File: src/rtl/mps_pkg.sv
package mps_pkg;

   typedef enum logic [1:0] {
      SEQ_IDLE  = 2'd0,
      SEQ_LATCH = 2'd1,
      SEQ_XFER  = 2'd2
   } seq_state_t;

endpackage

File: src/rtl/mps_phase_timer.sv
module mps_phase_timer #(
   parameter int CNT_W = 6
) (
   input  logic             clk,
   input  logic             rst_n,
   input  logic             run,
   input  logic [CNT_W-1:0] len,
   output logic [CNT_W-1:0] cnt,
   output logic             last
);

   assign last = run && (cnt == len - CNT_W'(1));

   always_ff @(posedge clk or negedge rst_n) begin
      if (!rst_n)
         cnt <= '0;
      else if (!run || last)
         cnt <= '0;
      else
         cnt <= cnt + CNT_W'(1);
   end

endmodule

File: src/rtl/mps_tx_lane.sv
module mps_tx_lane #(
   parameter int DATA_W    = 32,
   parameter int BUS_W     = 8,
   parameter bit LSB_FIRST = 1'b1,
   localparam int NBYTES   = DATA_W / BUS_W,
   localparam int SEL_W    = (NBYTES > 1) ? $clog2(NBYTES) : 1
) (
   input  logic [DATA_W-1:0] word,
   input  logic [SEL_W-1:0]  sel,
   output logic [BUS_W-1:0]  byte_o
);

   logic [SEL_W-1:0] lane;

   generate
      if (LSB_FIRST) begin : g_lsb
         assign lane = sel;
      end else begin : g_msb
         assign lane = SEL_W'(NBYTES - 1) - sel;
      end
   endgenerate

   always_comb begin
      byte_o = word[int'(lane)*BUS_W +: BUS_W];
   end

endmodule

File: src/rtl/mps_rx_pack.sv
module mps_rx_pack #(
   parameter int DATA_W    = 32,
   parameter int BUS_W     = 8,
   parameter bit LSB_FIRST = 1'b1,
   localparam int NBYTES   = DATA_W / BUS_W,
   localparam int SEL_W    = (NBYTES > 1) ? $clog2(NBYTES) : 1
) (
   input  logic              clk,
   input  logic              rst_n,
   input  logic              capture,
   input  logic [SEL_W-1:0]  sel,
   input  logic [BUS_W-1:0]  byte_i,
   input  logic              finish,
   output logic [DATA_W-1:0] word_o
);

   logic [SEL_W-1:0]  lane;
   logic [DATA_W-1:0] shift_q;
   logic [DATA_W-1:0] shift_nx;

   generate
      if (LSB_FIRST) begin : g_lsb
         assign lane = sel;
      end else begin : g_msb
         assign lane = SEL_W'(NBYTES - 1) - sel;
      end
   endgenerate

   always_comb begin
      shift_nx = shift_q;
      if (capture)
         shift_nx[int'(lane)*BUS_W +: BUS_W] = byte_i;
   end

   always_ff @(posedge clk or negedge rst_n) begin
      if (!rst_n) begin
         shift_q <= '0;
         word_o  <= '0;
      end else begin
         shift_q <= shift_nx;
         if (finish)
            word_o <= shift_nx;
      end
   end

endmodule

File: src/rtl/mux_port_seq.sv
module mux_port_seq
   import mps_pkg::*;
#(
   parameter int DATA_W    = 32,
   parameter int BUS_W     = 8,
   parameter int ADDR_W    = 16,
   parameter int DUR_W     = 5,
   parameter int ALE_CYC   = 3,
   parameter int MIN_DUR   = 3,
   parameter bit LSB_FIRST = 1'b1
) (
   input  logic              clk,
   input  logic              rst_n,
   input  logic              cfg_enable,
   input  logic [DUR_W-1:0]  cfg_dur,
   input  logic              cfg_hold,
   input  logic [ADDR_W-1:0] cfg_addr,
   input  logic [DATA_W-1:0] tx_data,
   input  logic              tx_write,
   input  logic              rx_read,
   output logic [DATA_W-1:0] rx_data,
   output logic              busy,
   output logic              done,
   output logic              ext_ale,
   output logic              ext_rd_n,
   output logic              ext_wr_n,
   output logic [ADDR_W-1:0] ext_addr,
   output logic [BUS_W-1:0]  ext_ad_o,
   output logic              ext_ad_oe,
   input  logic [BUS_W-1:0]  ext_ad_i
);

   localparam int NBYTES = DATA_W / BUS_W;
   localparam int SEL_W  = (NBYTES > 1) ? $clog2(NBYTES) : 1;
   localparam int CNT_W  = DUR_W + 1;

   initial begin : p_param_chk
      assert (DATA_W % BUS_W == 0)
         else $fatal(1, "word width must be a multiple of bus width");
      assert (ADDR_W >= BUS_W)
         else $fatal(1, "address narrower than bus");
      assert (ALE_CYC >= 1 && ALE_CYC < (1 << CNT_W))
         else $fatal(1, "latch length out of counter range");
      assert (MIN_DUR >= 1 && MIN_DUR < (1 << DUR_W))
         else $fatal(1, "minimum duration out of field range");
   end

   seq_state_t        state_q;
   logic              dir_rd_q;
   logic [ADDR_W-1:0] addr_q;
   logic [DATA_W-1:0] tx_q;
   logic [CNT_W-1:0]  base_q;
   logic [CNT_W-1:0]  len_q;
   logic [SEL_W-1:0]  byte_q;
   logic              done_q;

   logic              start;
   logic [DUR_W-1:0]  eff_dur;
   logic [CNT_W-1:0]  phase_len;
   logic [CNT_W-1:0]  ph_cnt;
   logic              ph_last;
   logic              byte_last;
   logic              finish;
   logic              strobe;
   logic              capture;
   logic [BUS_W-1:0]  tx_byte;

   assign start     = (state_q == SEQ_IDLE) && cfg_enable && (tx_write || rx_read);
   assign eff_dur   = (cfg_dur < DUR_W'(MIN_DUR)) ? DUR_W'(MIN_DUR) : cfg_dur;
   assign phase_len = (state_q == SEQ_LATCH) ? CNT_W'(ALE_CYC) : len_q;
   assign byte_last = (byte_q == SEL_W'(NBYTES - 1));
   assign finish    = (state_q == SEQ_XFER) && ph_last && byte_last;
   assign strobe    = (state_q == SEQ_XFER) && (ph_cnt < base_q);
   assign capture   = strobe && dir_rd_q && (ph_cnt == base_q - CNT_W'(1));

   mps_phase_timer #(
      .CNT_W (CNT_W)
   ) u_timer (
      .clk   (clk),
      .rst_n (rst_n),
      .run   (state_q != SEQ_IDLE),
      .len   (phase_len),
      .cnt   (ph_cnt),
      .last  (ph_last)
   );

   mps_tx_lane #(
      .DATA_W    (DATA_W),
      .BUS_W     (BUS_W),
      .LSB_FIRST (LSB_FIRST)
   ) u_tx_lane (
      .word   (tx_q),
      .sel    (byte_q),
      .byte_o (tx_byte)
   );

   mps_rx_pack #(
      .DATA_W    (DATA_W),
      .BUS_W     (BUS_W),
      .LSB_FIRST (LSB_FIRST)
   ) u_rx_pack (
      .clk     (clk),
      .rst_n   (rst_n),
      .capture (capture),
      .sel     (byte_q),
      .byte_i  (ext_ad_i),
      .finish  (finish && dir_rd_q),
      .word_o  (rx_data)
   );

   always_ff @(posedge clk or negedge rst_n) begin
      if (!rst_n) begin
         state_q  <= SEQ_IDLE;
         dir_rd_q <= 1'b0;
         addr_q   <= '0;
         tx_q     <= '0;
         base_q   <= '0;
         len_q    <= '0;
         byte_q   <= '0;
         done_q   <= 1'b0;
      end else begin
         done_q <= finish;
         unique case (state_q)
            SEQ_IDLE: begin
               if (start) begin
                  state_q  <= SEQ_LATCH;
                  dir_rd_q <= !tx_write;
                  addr_q   <= cfg_addr;
                  tx_q     <= tx_data;
                  base_q   <= CNT_W'(eff_dur);
                  len_q    <= CNT_W'(eff_dur) + CNT_W'(cfg_hold);
                  byte_q   <= '0;
               end
            end
            SEQ_LATCH: begin
               if (ph_last)
                  state_q <= SEQ_XFER;
            end
            SEQ_XFER: begin
               if (ph_last) begin
                  addr_q <= addr_q + ADDR_W'(1);
                  if (byte_last)
                     state_q <= SEQ_IDLE;
                  else
                     byte_q <= byte_q + SEL_W'(1);
               end
            end
            default: state_q <= SEQ_IDLE;
         endcase
      end
   end

   assign busy      = (state_q != SEQ_IDLE);
   assign done      = done_q;
   assign ext_ale   = (state_q == SEQ_LATCH);
   assign ext_rd_n  = !(strobe && dir_rd_q);
   assign ext_wr_n  = !(strobe && !dir_rd_q);
   assign ext_addr  = addr_q;
   assign ext_ad_oe = (state_q == SEQ_LATCH) || ((state_q == SEQ_XFER) && !dir_rd_q);

   always_comb begin
      if (state_q == SEQ_LATCH)
         ext_ad_o = addr_q[BUS_W-1:0];
      else if ((state_q == SEQ_XFER) && !dir_rd_q)
         ext_ad_o = tx_byte;
      else
         ext_ad_o = '0;
   end

endmodule

File: config.mk
export PLATFORM = sky130hd
export DESIGN_NAME = mux_port_seq
export DESIGN_NICKNAME = d
export VERILOG_FILES = /design/src/rtl/mps_pkg.sv /design/src/rtl/mps_phase_timer.sv /design/src/rtl/mps_tx_lane.sv /design/src/rtl/mps_rx_pack.sv /design/src/rtl/mux_port_seq.sv
export SDC_FILE = /design/constraint.sdc
export NUM_CORES = 1
export LEC_CHECK = 0
export BUFFER_PORTS_ARGS = -buffer_cell sky130_fd_sc_hd__buf_2
export CAP_MARGIN = 20
export CORE_MARGIN = 3
export CORE_UTILIZATION = 60
export CTS_CLUSTER_DIAMETER = 50
export DETAILED_ROUTE_END_ITERATION = 8
export PLACE_DENSITY = 0.95
export SLEW_MARGIN = 20
export SYNTH_ARGS = -nofsm -noshare
export SYNTH_HDL_FRONTEND = slang
export SYNTH_SLANG_ARGS = --single-unit
File: constraint.sdc
create_clock -name clk -period 9.3 [get_ports clk]
set_input_delay 1.395 -clock clk [delete_from_list [all_inputs] [get_ports clk]]
set_output_delay 1.395 -clock clk [all_outputs]
set_load 0.02 [all_outputs]
==> results.toml <==
[detailed_routing]
drt_drc_violations_left = 0
detailedRoute.firstPassIterationCount = 8
dr.first_iter.drc_count = 832
postRouteWirelength_um = 18600
postRouteAntennaNets = 0
route.vias.total = 5847
drt-wirelength-per-cell_um = 19.9
post_drt_via_cell_ratio = 6.28

[synth]
yosysWarningCount = 0
synthArstFlopShare_pct = 100
synth_seq_cells = 135
synth_enable_flop_cells = 0
seq_area_frac_synth_pct = 50.6
syn_nets = 745
yosysUniqueCellTypes = 57
synthesis.area_per_instance_um2 = 10.1
netlist_instances = 661
synth_flop_cell = "sky130_fd_sc_hd__dfrtp_1"
synthesis.area_mm2 = 0.00667

[sta]
final.setup.tns_ns = 0
finalHoldViolations = 0
report.final.slew_viol_count = 0
min_period_over_period_pct = 45.5
slew_headroom_pct = 29.1
setup_viol = 0
finalClockSkew_ns = 0.00889
fmax_mhz = 236
rsz_0062_raised_after_global_routing = "false"
finalWorstPathRequiredPeriod_ns = 4.23
measured_slew_at_the_worst_slew_check_pin_ns = 1.06

[placement]
place.detailed.hpwl_um = 12000
place_area_mm2 = 0.00738
place.gp.congestion = 0.965
numPortBuffers = 128
place_inst = 899

[clocking]
hold_buffers = 0
cts.htree.levels = 4
number_of_cts_inserted_buffers = 17
clock_path_buffers = 2
clock_tree_from_tritoncts = "done"
cts_repair_resize_count = 0
post_cts.repair.setup_buffers = 0
cts_sinks = 135
clock_tree.root_cell = "sky130_fd_sc_hd__clkbuf_8"
clk_latency_ns = 0.53
cts.reportedPaths.clkPinSlew_ns = 0.06

[cells_and_area]
nets = 867
n_fill_cell = 609
area.sequential_mm2 = 0.00338
postLayoutCoreUtil_pct = 75.6
num_antenna_cells = 0
postLayoutCellArea_mm2 = 0.00798
multi_input_comb_area_mm2 = 0.00297
finalNonFillerCells = 931
synthToLayoutAreaGrowth_pct = 19.6
final_layout_size_suffix_gt1_share_pct = 27.0

[setup_path]
top_family_by_delay_on_critical_path = "simple AND/OR/NAND/NOR gates"
critPathMaxStageDelay_ns = 0.79
critical_path_arrival_ns = 2.84
critical_path.cell_chain = "nand2b_1, nor2_1, nand2_1, o21ai_0, buf_2"
worst-path-max-fanout = 20
critical_path_sink_type = "output pin"
critical_path_class = "reg -> out"
critPathBufInv = 1
critical_path.slowest_cell = "sky130_fd_sc_hd__nor2_1"
worst-endpoint-required_ns = 7.91
timing.critical_path.from_type = "flop"

[floorplanning]
initial_utilization_pct = 63.2
io_count = 129
floorplan.core_area_mm2 = 0.0106
die_area_mm2 = 0.0124
die_w_um = 111
fp-row-count = 37
die_height_um = 111

[grt]
grt.busiest_layer = "met2"
number_of_global_route_vias_before_repair = 5784
grt_use_total_pct = 30.2
initial_antenna_violation_count = 0
use_met3_pct = 7.45
grtUsageMet2_pct = 47.9
use_met1_pct = 40.2
first_pass_grt_wire_length_um = 30100
globalRouteOverflowTotal = 0
grt_max_degree = 89

[power_and_ir_drop]
peakVddDrop_mv = 0.197
cellLeakagePower_nw = 4.01
power_density_mw_per_mm2 = 303

[hold_path]
timing.hold.worst.class = "reg -> reg"

[outcome]
run_status = "finished, final reports clean"

[job]
timing.max_cap.violations = 0
[worst register-to-register path: stages, from the launching register on]
cell and delay, ns:
sky130_fd_sc_hd__dfrtp_1 0.44, sky130_fd_sc_hd__nand2b_4 0.21, sky130_fd_sc_hd__inv_2 0.14, sky130_fd_sc_hd__nor2_1 0.21
sky130_fd_sc_hd__ha_1 0.32, sky130_fd_sc_hd__o21ai_2 0.13, sky130_fd_sc_hd__xnor2_1 0.24, sky130_fd_sc_hd__mux2_2 0.41
sky130_fd_sc_hd__or2_1 0.41, sky130_fd_sc_hd__nor3_4 0.24, sky130_fd_sc_hd__buf_4 0.42, sky130_fd_sc_hd__mux2_2 0.42
[Yosys cell counts (4+ instances only)]
cell type	instances	share of area, %
sky130_fd_sc_hd__a22o_1	7	0.92
sky130_fd_sc_hd__and3_1	5	0.47
sky130_fd_sc_hd__a21oi_1	12	0.90
sky130_fd_sc_hd__ha_1	17	3.2
sky130_fd_sc_hd__mux2i_1	17	2.6
sky130_fd_sc_hd__o32a_1	4	0.60
sky130_fd_sc_hd__nor4_1	5	0.47
sky130_fd_sc_hd__or3_1	4	0.38
sky130_fd_sc_hd__inv_1	48	2.7
sky130_fd_sc_hd__nor3_1	21	1.6
sky130_fd_sc_hd__a31oi_1	6	0.56
sky130_fd_sc_hd__mux2_2	31	5.2
sky130_fd_sc_hd__o21ai_0	34	2.6
sky130_fd_sc_hd__o22ai_1	5	0.47
sky130_fd_sc_hd__xor2_1	7	0.92
sky130_fd_sc_hd__nor3b_1	4	0.45
sky130_fd_sc_hd__xnor2_1	12	1.6
sky130_fd_sc_hd__and4_1	4	0.53
sky130_fd_sc_hd__nor2_1	22	1.2
sky130_fd_sc_hd__nand2_1	136	7.7
sky130_fd_sc_hd__nand4_1	6	0.56
sky130_fd_sc_hd__mux4_2	8	2.7
sky130_fd_sc_hd__buf_2	5	0.38
sky130_fd_sc_hd__clkbuf_1	20	1.1
sky130_fd_sc_hd__nand3_1	30	2.3
sky130_fd_sc_hd__dfrtp_1	135	51
[worst paths after layout]
kind | startpoint | end | slack [ns] | cells past startpoint
max in group asynchronous | rst_n | u_rx_pack.shift_q[10]$_DFF_PN0_ | 7.25 | 2
min in group asynchronous | rst_n | ext_addr[11]$_DFFE_PN0P_ | 0.86 | 1
min reg2reg | tx_q[10]$_DFFE_PN0P_ | tx_q[10]$_DFFE_PN0P_ | 0.47 | 2
max reg2reg | state_q[1]$_DFFE_PN0P_ | u_rx_pack.word_o[10]$_DFFE_PN0P_ | 5.60 | 11
max | state_q[0]$_DFFE_PN0P_ | ext_ad_o[2] | 5.07 | 5
min | tx_q[10]$_DFFE_PN0P_ | tx_q[10]$_DFFE_PN0P_ | 0.47 | 2
[final cells by class]
class	count	share of cell area, %
multi-input cells	446	37.2
repair buffers	134	8.92
flip-flops and latches	135	42.3
inverters	49	2.31
well taps	136	2.13
clock inverters	11	1.58
clock buffers	20	5.46
[power breakdown]
group	internal, mW	switching [mW]	leakage [nW]
clock network	0.387	0.259	0.263
logic	0.317	0.535	2.06
registers	0.747	0.175	1.69
total	1.45	0.968	4.01
[cells by family after synthesis]
logic type,after synthesis,synth area share [%]
fa+ha+maj,17,3.19
mux,59,11.0
xor+xnor,19,2.49
compound gates,93,9.21
buf+inv,80,4.93
simple gates,258,18.5
flops,135,50.6
[state kept, by name, summed over array words and instances, names as in the netlist]
signal             flops
dir_rd_q               1
done                   1
byte_q                 2
u_rx_pack.shift_q     32
state_q                2
len_q                  6
ext_addr              16
u_rx_pack.word_o      32
u_timer.cnt            6
base_q                 5
tx_q                  32
[stage by stage]
stage | hold WS [ns] | total power, mW | setup WS, ns
final | 0.474 | 2.42 | 5.07
after global routing | 0.496 | 2.54 | 4.96
after detailed placement | 0.465 | 1.73 | 5.80
after floorplan | 0.440 | 1.46 | 6.12
after global placement | 0.453 | 1.67 | 5.88
after CTS | 0.475 | 2.39 | 5.20
[per-layer routing]
| metal | wire length [µm] | vias to the layer above |
|---|---|---|
| li1 | - | 2540 |
| met1 | 7290 | 2861 |
| met2 | 8890 | 360 |
| met3 | 1660 | 86 |
| met4 | 708 | 0 |
| met5 | 0 | - |
[layout by cell type (no fill, tap or decap), types with 8 or more instances in the layout]
master	Yosys	final
sky130_fd_sc_hd__a21oi_1	12	12
sky130_fd_sc_hd__buf_2	5	127
sky130_fd_sc_hd__clkbuf_16	0	16
sky130_fd_sc_hd__dfrtp_1	135	135
sky130_fd_sc_hd__ha_1	17	17
sky130_fd_sc_hd__inv_1	48	48
sky130_fd_sc_hd__mux2_2	31	31
sky130_fd_sc_hd__mux2i_1	17	17
sky130_fd_sc_hd__mux4_2	8	8
sky130_fd_sc_hd__nand2_1	136	136
sky130_fd_sc_hd__nand3_1	30	30
sky130_fd_sc_hd__nor2_1	22	21
sky130_fd_sc_hd__nor3_1	21	21
sky130_fd_sc_hd__o21ai_0	34	34
sky130_fd_sc_hd__xnor2_1	12	12
Note: power is estimated with default switching activity, not from simulation.
